==> config.mk <==
export PLATFORM = sky130hd
export DESIGN_NAME = dma_xfer_ctl
export DESIGN_NICKNAME = d
export VERILOG_FILES = /design/src/rtl/dxc_pkg.sv /design/src/rtl/dxc_regs.sv /design/src/rtl/dxc_counter.sv /design/src/rtl/dxc_irq.sv /design/src/rtl/dma_xfer_ctl.sv
export SDC_FILE = /design/constraint.sdc
export NUM_CORES = 1
export LEC_CHECK = 0
export BUFFER_PORTS_ARGS = -buffer_cell sky130_fd_sc_hd__buf_2
export CAP_MARGIN = 20
export CORE_ASPECT_RATIO = 1.1
export CORE_MARGIN = 10
export CORE_UTILIZATION = 55
export DETAILED_ROUTE_END_ITERATION = 8
export HOLD_SLACK_MARGIN = 0.02
export PLACE_DENSITY_LB_ADDON = 0.05
export SLEW_MARGIN = 20
export SYNTH_ARGS = -nofsm -noshare
export SYNTH_HDL_FRONTEND = slang
export SYNTH_SLANG_ARGS = --single-unit
export TNS_END_PERCENT = 50
==> constraint.sdc <==
create_clock -name clk -period 5.35 [get_ports clk]
set_input_delay 1.605 -clock clk [delete_from_list [all_inputs] [get_ports clk]]
set_output_delay 1.605 -clock clk [all_outputs]
set_load 0.005 [all_outputs]
==> src/rtl/dxc_pkg.sv <==
package dxc_pkg;
  localparam logic [6:0] SEL_GLOBAL = 7'h20;
  localparam logic [6:0] SEL_CFG    = 7'h21;
  localparam logic [6:0] SEL_COUNT  = 7'h22;
  localparam logic [6:0] SEL_REMAIN = 7'h23;
  localparam logic [6:0] SEL_STAT   = 7'h24;
  localparam logic [6:0] SEL_IEN    = 7'h25;
  localparam logic [6:0] SEL_BSTAT  = 7'h2C;

  localparam int EOT_BIT  = 2;
  localparam int BUF_KIND = 5;

  typedef struct packed {
    logic       start;
    logic [1:0] spare;
    logic       dma_en;
    logic [2:0] buf_type;
    logic       dir_wr;
  } cfg_t;

  function automatic logic [BUF_KIND-1:0] buf_onehot(input logic [2:0] t);
    logic [BUF_KIND-1:0] v;
    v = '0;
    if (t[2]) v[4] = 1'b1;
    else      v[t[1:0]] = 1'b1;
    return v;
  endfunction

  function automatic logic [15:0] count_down(input logic [15:0] c);
    return (c == 16'd0) ? 16'd0 : c - 16'd1;
  endfunction

  function automatic logic irq_level(input logic [7:0] stat, input logic [7:0] en,
                                     input logic gen);
    return gen & (|(stat & en));
  endfunction
endpackage

==> src/rtl/dxc_regs.sv <==
module dxc_regs
  import dxc_pkg::*;
#(
  parameter int DATA_W = 16,
  parameter int CNT_W  = 16,
  parameter int STAT_W = 8
) (
  input  logic                clk,
  input  logic                rst_n,
  input  logic                cmd_valid,
  input  logic [7:0]          cmd_code,
  input  logic [DATA_W-1:0]   wr_data,
  input  logic [STAT_W-1:0]   stat,
  input  logic [BUF_KIND-1:0] bstat,
  input  logic [CNT_W-1:0]    remain,
  output cfg_t                cfg,
  output logic [CNT_W-1:0]    xcount,
  output logic [STAT_W-1:0]   ien,
  output logic                gen,
  output logic                arm,
  output logic [2:0]          arm_type,
  output logic [STAT_W-1:0]   stat_clr,
  output logic [BUF_KIND-1:0] bstat_clr,
  output logic [DATA_W-1:0]   rd_data,
  output logic                rd_valid
);
  logic       is_wr, is_rd;
  logic [6:0] sel;
  logic [DATA_W-1:0] rd_mux;

  assign is_wr = cmd_valid & cmd_code[7];
  assign is_rd = cmd_valid & ~cmd_code[7];
  assign sel   = cmd_code[6:0];

  assign arm       = is_wr && (sel == SEL_CFG) && wr_data[7];
  assign arm_type  = wr_data[3:1];
  assign stat_clr  = (is_wr && sel == SEL_STAT)  ? wr_data[STAT_W-1:0]   : '0;
  assign bstat_clr = (is_wr && sel == SEL_BSTAT) ? wr_data[BUF_KIND-1:0] : '0;

  always_ff @(posedge clk or negedge rst_n) begin
    if (!rst_n) begin
      cfg    <= '0;
      xcount <= '0;
      ien    <= '0;
      gen    <= 1'b0;
    end else if (is_wr) begin
      case (sel)
        SEL_CFG: begin
          cfg       <= cfg_t'(wr_data[7:0]);
          cfg.start <= 1'b0;
          cfg.spare <= 2'b00;
        end
        SEL_COUNT:  xcount <= wr_data[CNT_W-1:0];
        SEL_IEN:    ien    <= wr_data[STAT_W-1:0];
        SEL_GLOBAL: gen    <= wr_data[0];
        default: ;
      endcase
    end
  end

  always_comb begin
    rd_mux = '0;
    case (sel)
      SEL_CFG:    rd_mux = DATA_W'(cfg);
      SEL_COUNT:  rd_mux = DATA_W'(xcount);
      SEL_REMAIN: rd_mux = DATA_W'(remain);
      SEL_STAT:   rd_mux = DATA_W'(stat);
      SEL_IEN:    rd_mux = DATA_W'(ien);
      SEL_GLOBAL: rd_mux = DATA_W'(gen);
      SEL_BSTAT:  rd_mux = DATA_W'(bstat);
      default:    rd_mux = '0;
    endcase
  end

  always_ff @(posedge clk or negedge rst_n) begin
    if (!rst_n) begin
      rd_data  <= '0;
      rd_valid <= 1'b0;
    end else begin
      rd_valid <= is_rd;
      if (is_rd) rd_data <= rd_mux;
    end
  end
endmodule

==> src/rtl/dxc_counter.sv <==
module dxc_counter
  import dxc_pkg::*;
#(
  parameter int CNT_W = 16
) (
  input  logic             clk,
  input  logic             rst_n,
  input  logic             arm,
  input  logic [2:0]       arm_type,
  input  logic [CNT_W-1:0] xcount,
  input  logic             dma_en,
  input  logic             byte_stb,
  output logic [CNT_W-1:0] remain,
  output logic             active,
  output logic [2:0]       done_type,
  output logic             eot_evt,
  output logic             eot_pulse
);
  logic zero_pend;
  logic cnt_en;
  logic last_byte;

  assign cnt_en    = active & dma_en & byte_stb & ~arm;
  assign last_byte = cnt_en & (remain == CNT_W'(1));
  assign eot_evt   = zero_pend | last_byte;

  always_ff @(posedge clk or negedge rst_n) begin
    if (!rst_n) begin
      remain    <= '0;
      active    <= 1'b0;
      zero_pend <= 1'b0;
      eot_pulse <= 1'b0;
      done_type <= '0;
    end else begin
      eot_pulse <= eot_evt;
      zero_pend <= 1'b0;
      if (arm) begin
        remain    <= xcount;
        done_type <= arm_type;
        active    <= (xcount != '0);
        zero_pend <= (xcount == '0);
      end else if (cnt_en) begin
        remain <= CNT_W'(count_down(16'(remain)));
        if (last_byte) active <= 1'b0;
      end
    end
  end
endmodule

==> src/rtl/dxc_irq.sv <==
module dxc_irq
  import dxc_pkg::*;
#(
  parameter int STAT_W = 8
) (
  input  logic                clk,
  input  logic                rst_n,
  input  logic                eot_evt,
  input  logic [2:0]          done_type,
  input  logic [STAT_W-1:0]   stat_clr,
  input  logic [BUF_KIND-1:0] bstat_clr,
  input  logic [STAT_W-1:0]   ien,
  input  logic                gen,
  output logic [STAT_W-1:0]   stat,
  output logic [BUF_KIND-1:0] bstat,
  output logic                irq
);
  logic [STAT_W-1:0]   stat_set;
  logic [BUF_KIND-1:0] bstat_set;

  assign stat_set  = eot_evt ? (STAT_W'(1) << EOT_BIT) : '0;
  assign bstat_set = eot_evt ? buf_onehot(done_type) : '0;

  for (genvar i = 0; i < STAT_W; i++) begin : g_stat
    always_ff @(posedge clk or negedge rst_n) begin
      if (!rst_n)           stat[i] <= 1'b0;
      else if (stat_set[i]) stat[i] <= 1'b1;
      else if (stat_clr[i]) stat[i] <= 1'b0;
    end
  end

  for (genvar j = 0; j < BUF_KIND; j++) begin : g_bstat
    always_ff @(posedge clk or negedge rst_n) begin
      if (!rst_n)            bstat[j] <= 1'b0;
      else if (bstat_set[j]) bstat[j] <= 1'b1;
      else if (bstat_clr[j]) bstat[j] <= 1'b0;
    end
  end

  always_ff @(posedge clk or negedge rst_n) begin
    if (!rst_n) irq <= 1'b0;
    else        irq <= irq_level(8'(stat), 8'(ien), gen);
  end
endmodule

==> src/rtl/dma_xfer_ctl.sv <==
module dma_xfer_ctl
  import dxc_pkg::*;
#(
  parameter int DATA_W = 16,
  parameter int CNT_W  = 16,
  parameter int STAT_W = 8
) (
  input  logic              clk,
  input  logic              rst_n,
  input  logic              cmd_valid,
  input  logic [7:0]        cmd_code,
  input  logic [DATA_W-1:0] wr_data,
  input  logic              byte_stb,
  output logic [DATA_W-1:0] rd_data,
  output logic              rd_valid,
  output logic              dma_on,
  output logic [2:0]        buf_sel,
  output logic              dir_wr,
  output logic              eot_pulse,
  output logic              irq
);
  cfg_t                cfg;
  logic [CNT_W-1:0]    xcount;
  logic [CNT_W-1:0]    remain;
  logic [STAT_W-1:0]   ien;
  logic [STAT_W-1:0]   stat;
  logic [STAT_W-1:0]   stat_clr;
  logic [BUF_KIND-1:0] bstat;
  logic [BUF_KIND-1:0] bstat_clr;
  logic                gen;
  logic                arm;
  logic [2:0]          arm_type;
  logic [2:0]          done_type;
  logic                active;
  logic                eot_evt;

  dxc_regs #(.DATA_W(DATA_W), .CNT_W(CNT_W), .STAT_W(STAT_W)) u_regs (
    .clk(clk), .rst_n(rst_n), .cmd_valid(cmd_valid), .cmd_code(cmd_code),
    .wr_data(wr_data), .stat(stat), .bstat(bstat), .remain(remain),
    .cfg(cfg), .xcount(xcount), .ien(ien), .gen(gen), .arm(arm),
    .arm_type(arm_type), .stat_clr(stat_clr), .bstat_clr(bstat_clr),
    .rd_data(rd_data), .rd_valid(rd_valid)
  );

  dxc_counter #(.CNT_W(CNT_W)) u_cnt (
    .clk(clk), .rst_n(rst_n), .arm(arm), .arm_type(arm_type), .xcount(xcount),
    .dma_en(cfg.dma_en), .byte_stb(byte_stb), .remain(remain), .active(active),
    .done_type(done_type), .eot_evt(eot_evt), .eot_pulse(eot_pulse)
  );

  dxc_irq #(.STAT_W(STAT_W)) u_irq (
    .clk(clk), .rst_n(rst_n), .eot_evt(eot_evt), .done_type(done_type),
    .stat_clr(stat_clr), .bstat_clr(bstat_clr), .ien(ien), .gen(gen),
    .stat(stat), .bstat(bstat), .irq(irq)
  );

  assign dma_on  = cfg.dma_en;
  assign buf_sel = cfg.buf_type;
  assign dir_wr  = cfg.dir_wr;
endmodule

==> metrics, run 1 <==
RSZ-0062 raised after global routing=no; Mapped Cells=360; final instance area=4220 um2; clock slew seen by the registers of the worst setup and hold paths=0.08 ns; Synth Flop Type=dfrtp_1; H-tree levels=3; Compound-Gate Fraction of Synth Area=12.2%; vias per cell=between 6 and 7; Congestion Overflow GR=0; layout cells sized above 1=25.6%; Critical Path End Type=flip-flop; # IOs=52; Least-Margin Pin Slew=~0.95 ns; slew margin rel.=37.0%; Simple-Gate Fraction of Synth Area=18.1%; Cell Area, Placed=4050 um2; Initial Utilization=a little under three fifths; post_cts resized=0; Synth warnings=0; Synth Area in XOR/XNOR=0%; top cell type by total area after synthesis=dfrtp_1; CP max FO=18; type of the worst setup path=in -> reg; Avg Inst Size Synth=10.5 um2; Via Count=2991; antenna diode count=0; antenna violations before repair=0; first-pass GRT wire length=14900 um; hold crit path type=reg -> reg; Hold-fix buffers, CTS=0; die area=10600 um2; Layout Area Growth over Synthesis=12.3%; fin crit share=around 61%; pin count of the biggest net entering global routing=between 70 and 80; CORE AREA=6630 um2; TritonCTS clock tree=yes; Post-Route WL=9250 um; Post-synth ARST share=100%; Mapped Area=3760 um2; Post-Synth Adder-Cell Area=0.665%; ANT nets after route=0; port buffer count=51; top cells by area, synth=dfrtp_1, mux2_2, mux2i_1; post-DP HPWL=6930 um; Crit path arrival time=3.51 ns; final setup vio count=0; Chip Height=around 110 um; status=completed; vias in the first global route=2931; Die X=a little under 100 um; clk sinks=76; hold slack=0.473 ns; post-route total power=1.12 mW; CP Launch Type=input pin; setup tns final=0 ns; sequential cell area fraction in the yosys report=a little over 50%; Worst Path Required=5.58 ns; setup bufs post-CTS=0; Post-synth EDFFs=0; Leak=roughly 2.1 nW; Seq cells post-synth=76; cts bufs inserted=9; Clk Latency, worst-skew pair=0.35 ns; Post-Syn Nets=390; post-synthesis cell type count=46; commonest non-fill, non-tap cell in the layout=dfrtp_1; mux contribution to synthesized area=15.3%; Rows=31; Clock Tree Root=clkbuf_8; Hold Violations, Final=0; First-pass DRT Iterations=4; routability cong.=0.874; largest family of logic cells by synthesized area=simple AND/OR/NAND/NOR gates; DRT iter0 DRCs=166; max cap viols=0; CTS max path bufs=2; fmax=305 MHz; GRT Overall Usage=17.6%; final setup skew=0.00828 ns; top cell type's share of synthesized area=50.5%; fillcell total=567; max-slew violation total from the final report=0; Min Clock Period, post-route=3.28 ns; DRC=0; worst vdd ir=~180 uV; Cell Pwr Density=roughly 260 nW/um2; DR WL/cell=18.8 um; commonest non-fill, non-tap cells in the layout=dfrtp_1, buf_2, nand2_1; fin nets=435
-- logic make-up after synthesis --
logic type / Yosys count
DFF: 76
buffers and inverters: 28
and+or+nand+nor: 127
adders and majority gates: 2
muxes: 54
AOI/OAI and AO/OA: 73
-- synthesized netlist by cell type (2+ instances only) --
| cell | number |
|---|---|
| dfrtp_1 | 76 |
| nand2_1 | 47 |
| mux2_2 | 28 |
| mux2i_1 | 26 |
| o21ai_0 | 24 |
| nor2_1 | 21 |
| a21oi_1 | 17 |
| nor3_1 | 12 |
| inv_1 | 10 |
| nand3_1 | 9 |
| nor4_1 | 9 |
| clkbuf_1 | 8 |
| o31ai_1 | 8 |
| buf_2 | 7 |
| o22ai_1 | 5 |
| a22o_1 | 4 |
| a22oi_1 | 3 |
| a31oi_1 | 3 |
| and3_1 | 3 |
| and4_1 | 3 |
| nand2b_1 | 3 |
| a32o_1 | 2 |
| buf_1 | 2 |
| ha_1 | 2 |
| nand3_2 | 2 |
| nand4_1 | 2 |
| nor3b_1 | 2 |
| o41ai_1 | 2 |
| or3_1 | 2 |
| or4_1 | 2 |
-- where the power goes --
group          internal [mW]  total (mW)  switching [mW]
combinational         0.0428       0.111          0.0687
sequential             0.590       0.608          0.0178
clock                  0.182       0.399           0.217
-- cell type report --
class | count | area [um2] | share of cell area (%)
Clock buffer | 11 | 141 | 3.35
Clock inverter | 5 | 36.3 | 0.859
Inverter | 10 | 37.5 | 0.889
Multi-Input combinational cell | 256 | 1740 | 41.2
Sequential cell | 76 | 1900 | 45.0
Tap cell | 82 | 103 | 2.43
Timing Repair Buffer | 52 | 265 | 6.28
-- path summary, 6_finish.rpt --
check	from	slack, ns	cells after the start	to
setup / recovery	cmd_code[2]	2.07	5	u_regs.xcount[8]$_DFFE_PN0P_
min in group asynchronous	rst_n	1.39	1	u_regs.rd_valid$_DFF_PN0_
hold reg to reg	u_regs.rd_data[13]$_DFFE_PN0P_	0.47	2	u_regs.rd_data[13]$_DFFE_PN0P_
hold / removal	u_regs.rd_data[13]$_DFFE_PN0P_	0.47	2	u_regs.rd_data[13]$_DFFE_PN0P_
max in group asynchronous	rst_n	3.34	1	u_cnt.remain[1]$_DFFE_PN0P_
setup reg to reg	u_cnt.remain[9]$_DFFE_PN0P_	3.09	5	u_cnt.remain[0]$_DFFE_PN0P_
-- through the flow --
stage | setup WS (ns) | utilization [%] | instances
after CTS | 2.07 | 63.7 | 492
after floorplan | 2.33 | - | 360
after global placement | 1.73 | 61.0 | 476
final | 2.07 | 63.7 | 492
after global routing | 1.94 | 63.7 | 492
after detailed placement | 1.70 | 61.0 | 476
-- state kept, by name, indices dropped and copies added (netlist names), 3 cells and up --
| name | cells |
|---|---|
| u_regs.rd_data | 16 |
| u_regs.ien | 8 |
| u_irq.bstat | 5 |
| u_regs.xcount | 16 |
| u_regs.cfg | 5 |
| u_cnt.done_type | 3 |
| u_cnt.remain | 16 |
-- per-layer routing --
layer	routed length, um	GRT usage (%)
met5	0	0
met4	171	6.66
met3	510	3.92
met2	4890	30.4
met1	3680	20.6
-- worst max-delay path, stage by stage --
cell and delay [ns]:
buf_2 0.19, nor2_1 0.22, nand3_2 0.35, or3_1 0.75, mux2_2 0.39
Power figures use the tool's default switching activity.
==> inputs of run 2 (changes only) <==
--- a/config.mk
+++ b/config.mk
@@ -5,6 +5,7 @@
 export SDC_FILE = /design/constraint.sdc
 export NUM_CORES = 1
 export LEC_CHECK = 0
+export ABC_AREA = 1
 export BUFFER_PORTS_ARGS = -buffer_cell sky130_fd_sc_hd__buf_2
 export CAP_MARGIN = 20
 export CORE_ASPECT_RATIO = 1.1
==> constraint.sdc (replaced) <==
create_clock -name clk -period 3.3 [get_ports clk]
set_input_delay 0.99 -clock clk [delete_from_list [all_inputs] [get_ports clk]]
set_output_delay 0.99 -clock clk [all_outputs]
set_load 0.005 [all_outputs]
==> run 2 against run 1 <==
Effect of this change: first-iteration DRC count grew 31%; worst hold slack better by 0.011 ns; die area increased by 6.9%; register-to-register slack worse by 1.6 ns.
==> metrics, run 2 <==
status=completed; first-pass GRT wire length=17500 um; Via Count=~3700; max cap viols=0; vias per cell=5.24; clock slew seen by the registers of the worst setup and hold paths=~0.080 ns; Post-synth EDFFs=0; First-pass DRT Iterations=5; final instance area=~4600 um2; Leak=2.60 nW; port buffer count=between 50 and 60; slowest CP cell=nor2_4; fin nets=641; fmax=424 MHz; Crit path depth=9; count leader, synth=nand2_1; Cell Pwr Density=425 nW/um2; Crit path arrival time=about 2.6 ns; Post-Syn Nets=roughly 600; reg-to-reg endpoint=u_cnt.remain[1]$_DFFE_PN0P_; post_cts resized=0; slew margin rel.=34.8%; Hold Violations, Final=0; Congestion Overflow GR=0; CORE AREA=7130 um2; setup bufs post-CTS=0; cts bufs inserted=9; Synth Area in XOR/XNOR=2.36%; critical path, cell by cell=buf_2, inv_1, nand2_1, nor2_4, buf_4, nand2_1, o21ai_0, o21ai_0, nand2_1; Mapped Area=roughly 4000 um2; Die X=102 um; routability cong.=0.893; vias in the first global route=approximately 3500; Worst Path Required=between 3 and 4 ns; Simple-Gate Fraction of Synth Area=34.9%; # IOs=52; Top Family by Delay on Critical Path=simple AND/OR/NAND/NOR gates; Least-Margin Pin Slew=slightly below 1 ns; Min Clock Period, post-route=2.36 ns; type of the worst setup path=in -> reg; Chip Height=110 um; Layout Area Growth over Synthesis=12.5%; pin count of the biggest net entering global routing=just under 80; RSZ-0062 raised after global routing=no; hold slack=0.484 ns; Post-Synth Adder-Cell Area=0.612%; clk sinks=76; Seq cells post-synth=76; Cell Area, Placed=4390 um2; r2r setup slk=1.48 ns; fin crit share=between 70% and 80%; largest family of logic cells by synthesized area=simple AND/OR/NAND/NOR gates; sequential cell area fraction in the yosys report=between 40 and 50%; Finished Core Util=between 60 and 70%; Crit path top cell by count=nand2_1; top cells by area, synth=dfrtp_1, nand2_1, nand3_1; Setup crit end=u_regs.rd_data[1]$_DFFE_PN0P_; mux contribution to synthesized area=0%; layout cells sized above 1=between 10% and 20%; worst vdd ir=257 uV; commonest non-fill, non-tap cells in the layout=nand2_1, dfrtp_1, inv_1; final setup skew=0.00952 ns; DR WL/cell=15.2 um; CP Launch Type=input pin; commonest non-fill, non-tap cell in the layout=nand2_1; hold crit path type=reg -> reg; ANT nets after route=0; Avg Inst Size Synth=7.31 um2; post-route total power=1.95 mW; CP max FO=17; antenna diode count=0; Critical Path End Type=flip-flop; worst flop-to-flop path startpoint=u_cnt.remain[0]$_DFFE_PN0P_; TritonCTS clock tree=yes; top cell type by total area after synthesis=dfrtp_1; Compound-Gate Fraction of Synth Area=6.55%; Crit path largest cell delay=roughly 0.33 ns; Synth Flop Type=dfrtp_1; die area=between 10000 and 15000 um2; Rows=32; top cell type's share of synthesized area=46.5%; Buf/Inv on CP=3; Post-synth ARST share=between 90% and 100%; Mapped Cells=approximately 560; Setup crit start=cmd_code[4]; Post-Route WL=10700 um; max-slew violation total from the final report=0; Clk Latency, worst-skew pair=0.35 ns; Initial Utilization=57.3%; H-tree levels=3; Post-synth top cells=nand2_1, dfrtp_1, inv_1; Synth warnings=0; Hold-fix buffers, CTS=0; antenna violations before repair=0; DRC=0; post-synthesis cell type count=28; DRT iter0 DRCs=217; setup tns final=0 ns; CTS max path bufs=2; final setup vio count=0; r2r worst-path depth=8; GRT Overall Usage=19.2%; biggest regs=u_cnt.remain: 16 flops, u_regs.rd_data: 16 flops, u_regs.xcount: 16 flops; Worst Hold Launch=u_regs.rd_data[2]$_DFFE_PN0P_; post-DP HPWL=7870 um; Clock Tree Root=clkbuf_8
-- run 2: cell types whose count changed in the layout (fill, tap and decap cells not counted), moves of 5 or more --
cell	delta
nand2_1	+160
inv_1	+58
nand3_1	+46
mux2_2	-28
mux2i_1	-26
nor2_1	+25
xor2_1	+11
a21oi_1	-9
nor4_1	-9
o31ai_1	-8
nor3_1	-7
nor2_4	+5
-- run 2: worst min-delay path, delay by kind of cell (launching register included) --
| kind | cells | cell delay [ns] |
|---|---|---|
| DFF | 1 | 0.35 |
| and+or+nand+nor | 2 | 0.10 |
-- run 2: final cells by class --
class / instances / area, um2
clock buffer: 10 / 138
clock inverter: 6 / 68.8
fill: 656 / 2530
inverter: 72 / 272
multi-input combinational: 396 / 1820
sequential: 76 / 1900
tap: 85 / 106
timing repair buffer: 56 / 295
-- run 2: cells by family after synthesis --
| group | count (synthesis) |
|---|---|
| XOR/XNOR | 11 |
| flip-flops | 76 |
| adder cells (fa/ha/maj) | 2 |
| AO/OA/AOI/OAI | 50 |
| AND/OR/NAND/NOR | 333 |
| buffers and inverters | 87 |
-- run 2: per-stage QoR --
stage / setup slack [ns] / cells
4_1_cts: 0.976 / 701
3_3_place_gp: 0.671 / 685
5_1_grt: 0.764 / 701
6_report: 0.939 / 701
3_5_place_dp: 0.595 / 685
2_1_floorplan: 1.33 / 559
-- run 2: worst min-delay path by stage --
| stage | to | slack, ns | cells after the start |
|---|---|---|---|
| floorplan | u_irq.stat[2]$_DFFE_PN0P_ | 0.44 | 2 |
| global placement | u_regs.rd_data[6]$_DFFE_PN0P_ | 0.46 | 2 |
| detailed placement | u_regs.rd_data[15]$_DFFE_PN0P_ | 0.46 | 2 |
| CTS | u_regs.rd_data[2]$_DFFE_PN0P_ | 0.49 | 2 |
| global route | u_regs.rd_data[12]$_DFFE_PN0P_ | 0.52 | 2 |
| finish | u_regs.rd_data[2]$_DFFE_PN0P_ | 0.48 | 2 |
-- run 2: routing by layer --
layer | routed length [um] | vias up | global-route usage, %
met3 | 614 | 15 | 3.80
met1 | 5050 | 1695 | 28.0
met2 | 4820 | 115 | 27.8
met4 | 167 | 0 | 5.99
li1 | - | 1847 | -
met5 | 0 | - | 0
-- run 2: where the power goes --
group / internal [mW] / switching [mW]
registers: 0.959 / 0.0272
logic: 0.0758 / 0.144
clock network: 0.376 / 0.371
total: 1.41 / 0.541
==> inputs of run 3 (changes only) <==
--- a/config.mk
+++ b/config.mk
@@ -10,7 +10,7 @@
 export CAP_MARGIN = 20
 export CORE_ASPECT_RATIO = 1.1
 export CORE_MARGIN = 10
-export CORE_UTILIZATION = 55
+export CORE_UTILIZATION = 52
 export DETAILED_ROUTE_END_ITERATION = 8
 export HOLD_SLACK_MARGIN = 0.02
 export PLACE_DENSITY_LB_ADDON = 0.05
==> constraint.sdc (replaced) <==
create_clock -name clk -period 1.9 [get_ports clk]
set_input_delay 0.57 -clock clk [delete_from_list [all_inputs] [get_ports clk]]
set_output_delay 0.57 -clock clk [all_outputs]
set_load 0.005 [all_outputs]
==> run 3 against run 2 <==
Effect of this change: critical path depth is the same; register-to-register slack lost 1.2 ns; sequential share of layout area shrank 2.1 points; combinational power grew 89%; total power grew 77%; die area grew 4.7%; worst hold slack lost 0.34 ns; via count grew 3.2%; final area grew 5.3%; non-clock buffer count grew 22; count of clock-buffer cells in the layout shrank 1; global-route usage shrank 0.17 points; critical path type is now reg -> reg; critical endpoint is now u_cnt.remain[12]$_DFFE_PN0P_; largest cell class unchanged.
==> metrics, run 3 (synthesis results as in run 2) <==
Congestion Overflow GR=0; ANT nets after route=0; Initial Utilization=between 50% and 60%; vias in the first global route=3767; # IOs=52; reg-to-reg endpoint=u_cnt.remain[12]$_DFFE_PN0P_; antenna diode count=0; biggest regs=u_cnt.remain: 16 flops, u_regs.rd_data: 16 flops, u_regs.xcount: 16 flops; worst vdd ir=458 uV; DRT iter0 DRCs=244; CORE AREA=7560 um2; CTS max path bufs=2; cts bufs inserted=9; Multi-input gate area=1820 um2; CP Launch Type=flip-flop; Least-Margin Pin Slew=0.585 ns; Cell Area, Placed=4630 um2; worst flop-to-flop path startpoint=u_cnt.remain[0]$_DFFE_PN0P_; type of the worst setup path=reg -> reg; r2r worst-path depth=9; Critical Path End Type=flip-flop; slew margin rel.=just over 60%; post-DP HPWL=around 8500 um; CP max FO=5; first-pass GRT wire length=18600 um; Hold-fix buffers, CTS=0; Sequential Area=1900 um2; port buffer count=51; vias per cell=5.10; clock slew seen by the registers of the worst setup and hold paths=roughly 0.090 ns; fillcell total=722; Via Count=3790; Hold Violations, Final=0; Layout Area Growth over Synthesis=18.4%; Worst Path Required=2.16 ns; fmax=608 MHz; GRT Overall Usage=19.1%; Crit path arrival time=1.90 ns; Min Clock Period, post-route=1.65 ns; clk sinks=76; Clock Tree Root=clkbuf_8; Clk Latency, worst-skew pair=0.36 ns; Chip Height=113 um; antenna violations before repair=0; fin crit share=86.6%; commonest non-fill, non-tap cell in the layout=nand2_1; DRC=0; setup bufs post-CTS=0; setup tns final=0 ns; max cap viols=0; final setup skew=0.00976 ns; post_cts resized=0; final setup vio count=0; fin nets=roughly 660; r2r setup slk=0.25 ns; Post-Route WL=10900 um; routability cong.=0.904; TritonCTS clock tree=yes; status=completed; Die X=~100 um; die area=11800 um2; commonest non-fill, non-tap cells in the layout=nand2_1, dfrtp_1, inv_1; hold crit path type=in -> async; First-pass DRT Iterations=5; layout cells sized above 1=17.7%; final instance area=4840 um2; hold slack=0.148 ns; max-slew violation total from the final report=0; H-tree levels=3; pin count of the biggest net entering global routing=34; DR WL/cell=14.7 um; Leak=2.73 nW; Cell Pwr Density=715 nW/um2; Rows=33; RSZ-0062 raised after global routing=no
run 3: cell types whose count changed in the layout (fill, tap and decap cells not counted), sizes merged:
cell / delta
buf: +22
clkbuf: -1
inv: +1
run 3: layout make-up:
cell class	count	area share [%]
flip-flops and latches	76	39.3
repair buffers	78	10.5
clock buffers	9	2.56
inverters	72	5.61
clock inverters	7	1.73
well taps	105	2.71
multi-input cells	396	37.5
run 3: per-stage QoR:
step	utilization, %	power [mW]	setup slack (ns)	cells
6_report	64.1	3.46	0.254	743
5_1_grt	64.1	3.62	0.106	743
4_1_cts	64.1	3.49	0.246	743
3_5_place_dp	61.3	2.16	0.0549	727
3_3_place_gp	61.3	2.15	0.0664	727
2_1_floorplan	-	1.98	0.298	559
run 3: critical path, cell delays in order (launching register included):
cell and delay, ns:
dfrtp_1 0.44, inv_1 0.11, ha_1 0.20, nand3_2 0.12, nor2_1 0.15, and3_1 0.21, nor2_4 0.05, buf_4 0.15
nand2_1 0.06, nand2_1 0.05
run 3: worst max path at each step:
stage | from | slack (ns) | endpoint | cells past startpoint
after floorplan | u_cnt.remain[0]$_DFFE_PN0P_ | 0.30 | u_cnt.remain[7]$_DFFE_PN0P_ | 9
after global placement | cmd_code[3] | 0.07 | u_regs.rd_data[11]$_DFFE_PN0P_ | 9
after detailed placement | cmd_code[3] | 0.05 | u_regs.rd_data[7]$_DFFE_PN0P_ | 9
after CTS | u_cnt.remain[0]$_DFFE_PN0P_ | 0.25 | u_cnt.remain[0]$_DFFE_PN0P_ | 9
after global routing | u_cnt.remain[10]$_DFFE_PN0P_ | 0.11 | u_irq.bstat[3]$_DFFE_PN0P_ | 9
final | u_cnt.remain[0]$_DFFE_PN0P_ | 0.25 | u_cnt.remain[12]$_DFFE_PN0P_ | 9
run 3: metal layers:
layer  GRT usage (%)  vias up  wire length, um
li1                -     1894                -
met1            26.1     1762             5040
met2            29.6      125             5030
met3            4.14        9              761
met4            5.48        0              101
met5               0        -                0
run 3: report_power, final:
| part | internal (mW) | leakage [nW] | switching [mW] | total [mW] |
|---|---|---|---|---|
| Combinational | 0.157 | 1.61 | 0.258 | 0.414 |
| Sequential | 1.67 | 1.01 | 0.0473 | 1.71 |
| Clock | 0.630 | 0.102 | 0.701 | 1.33 |
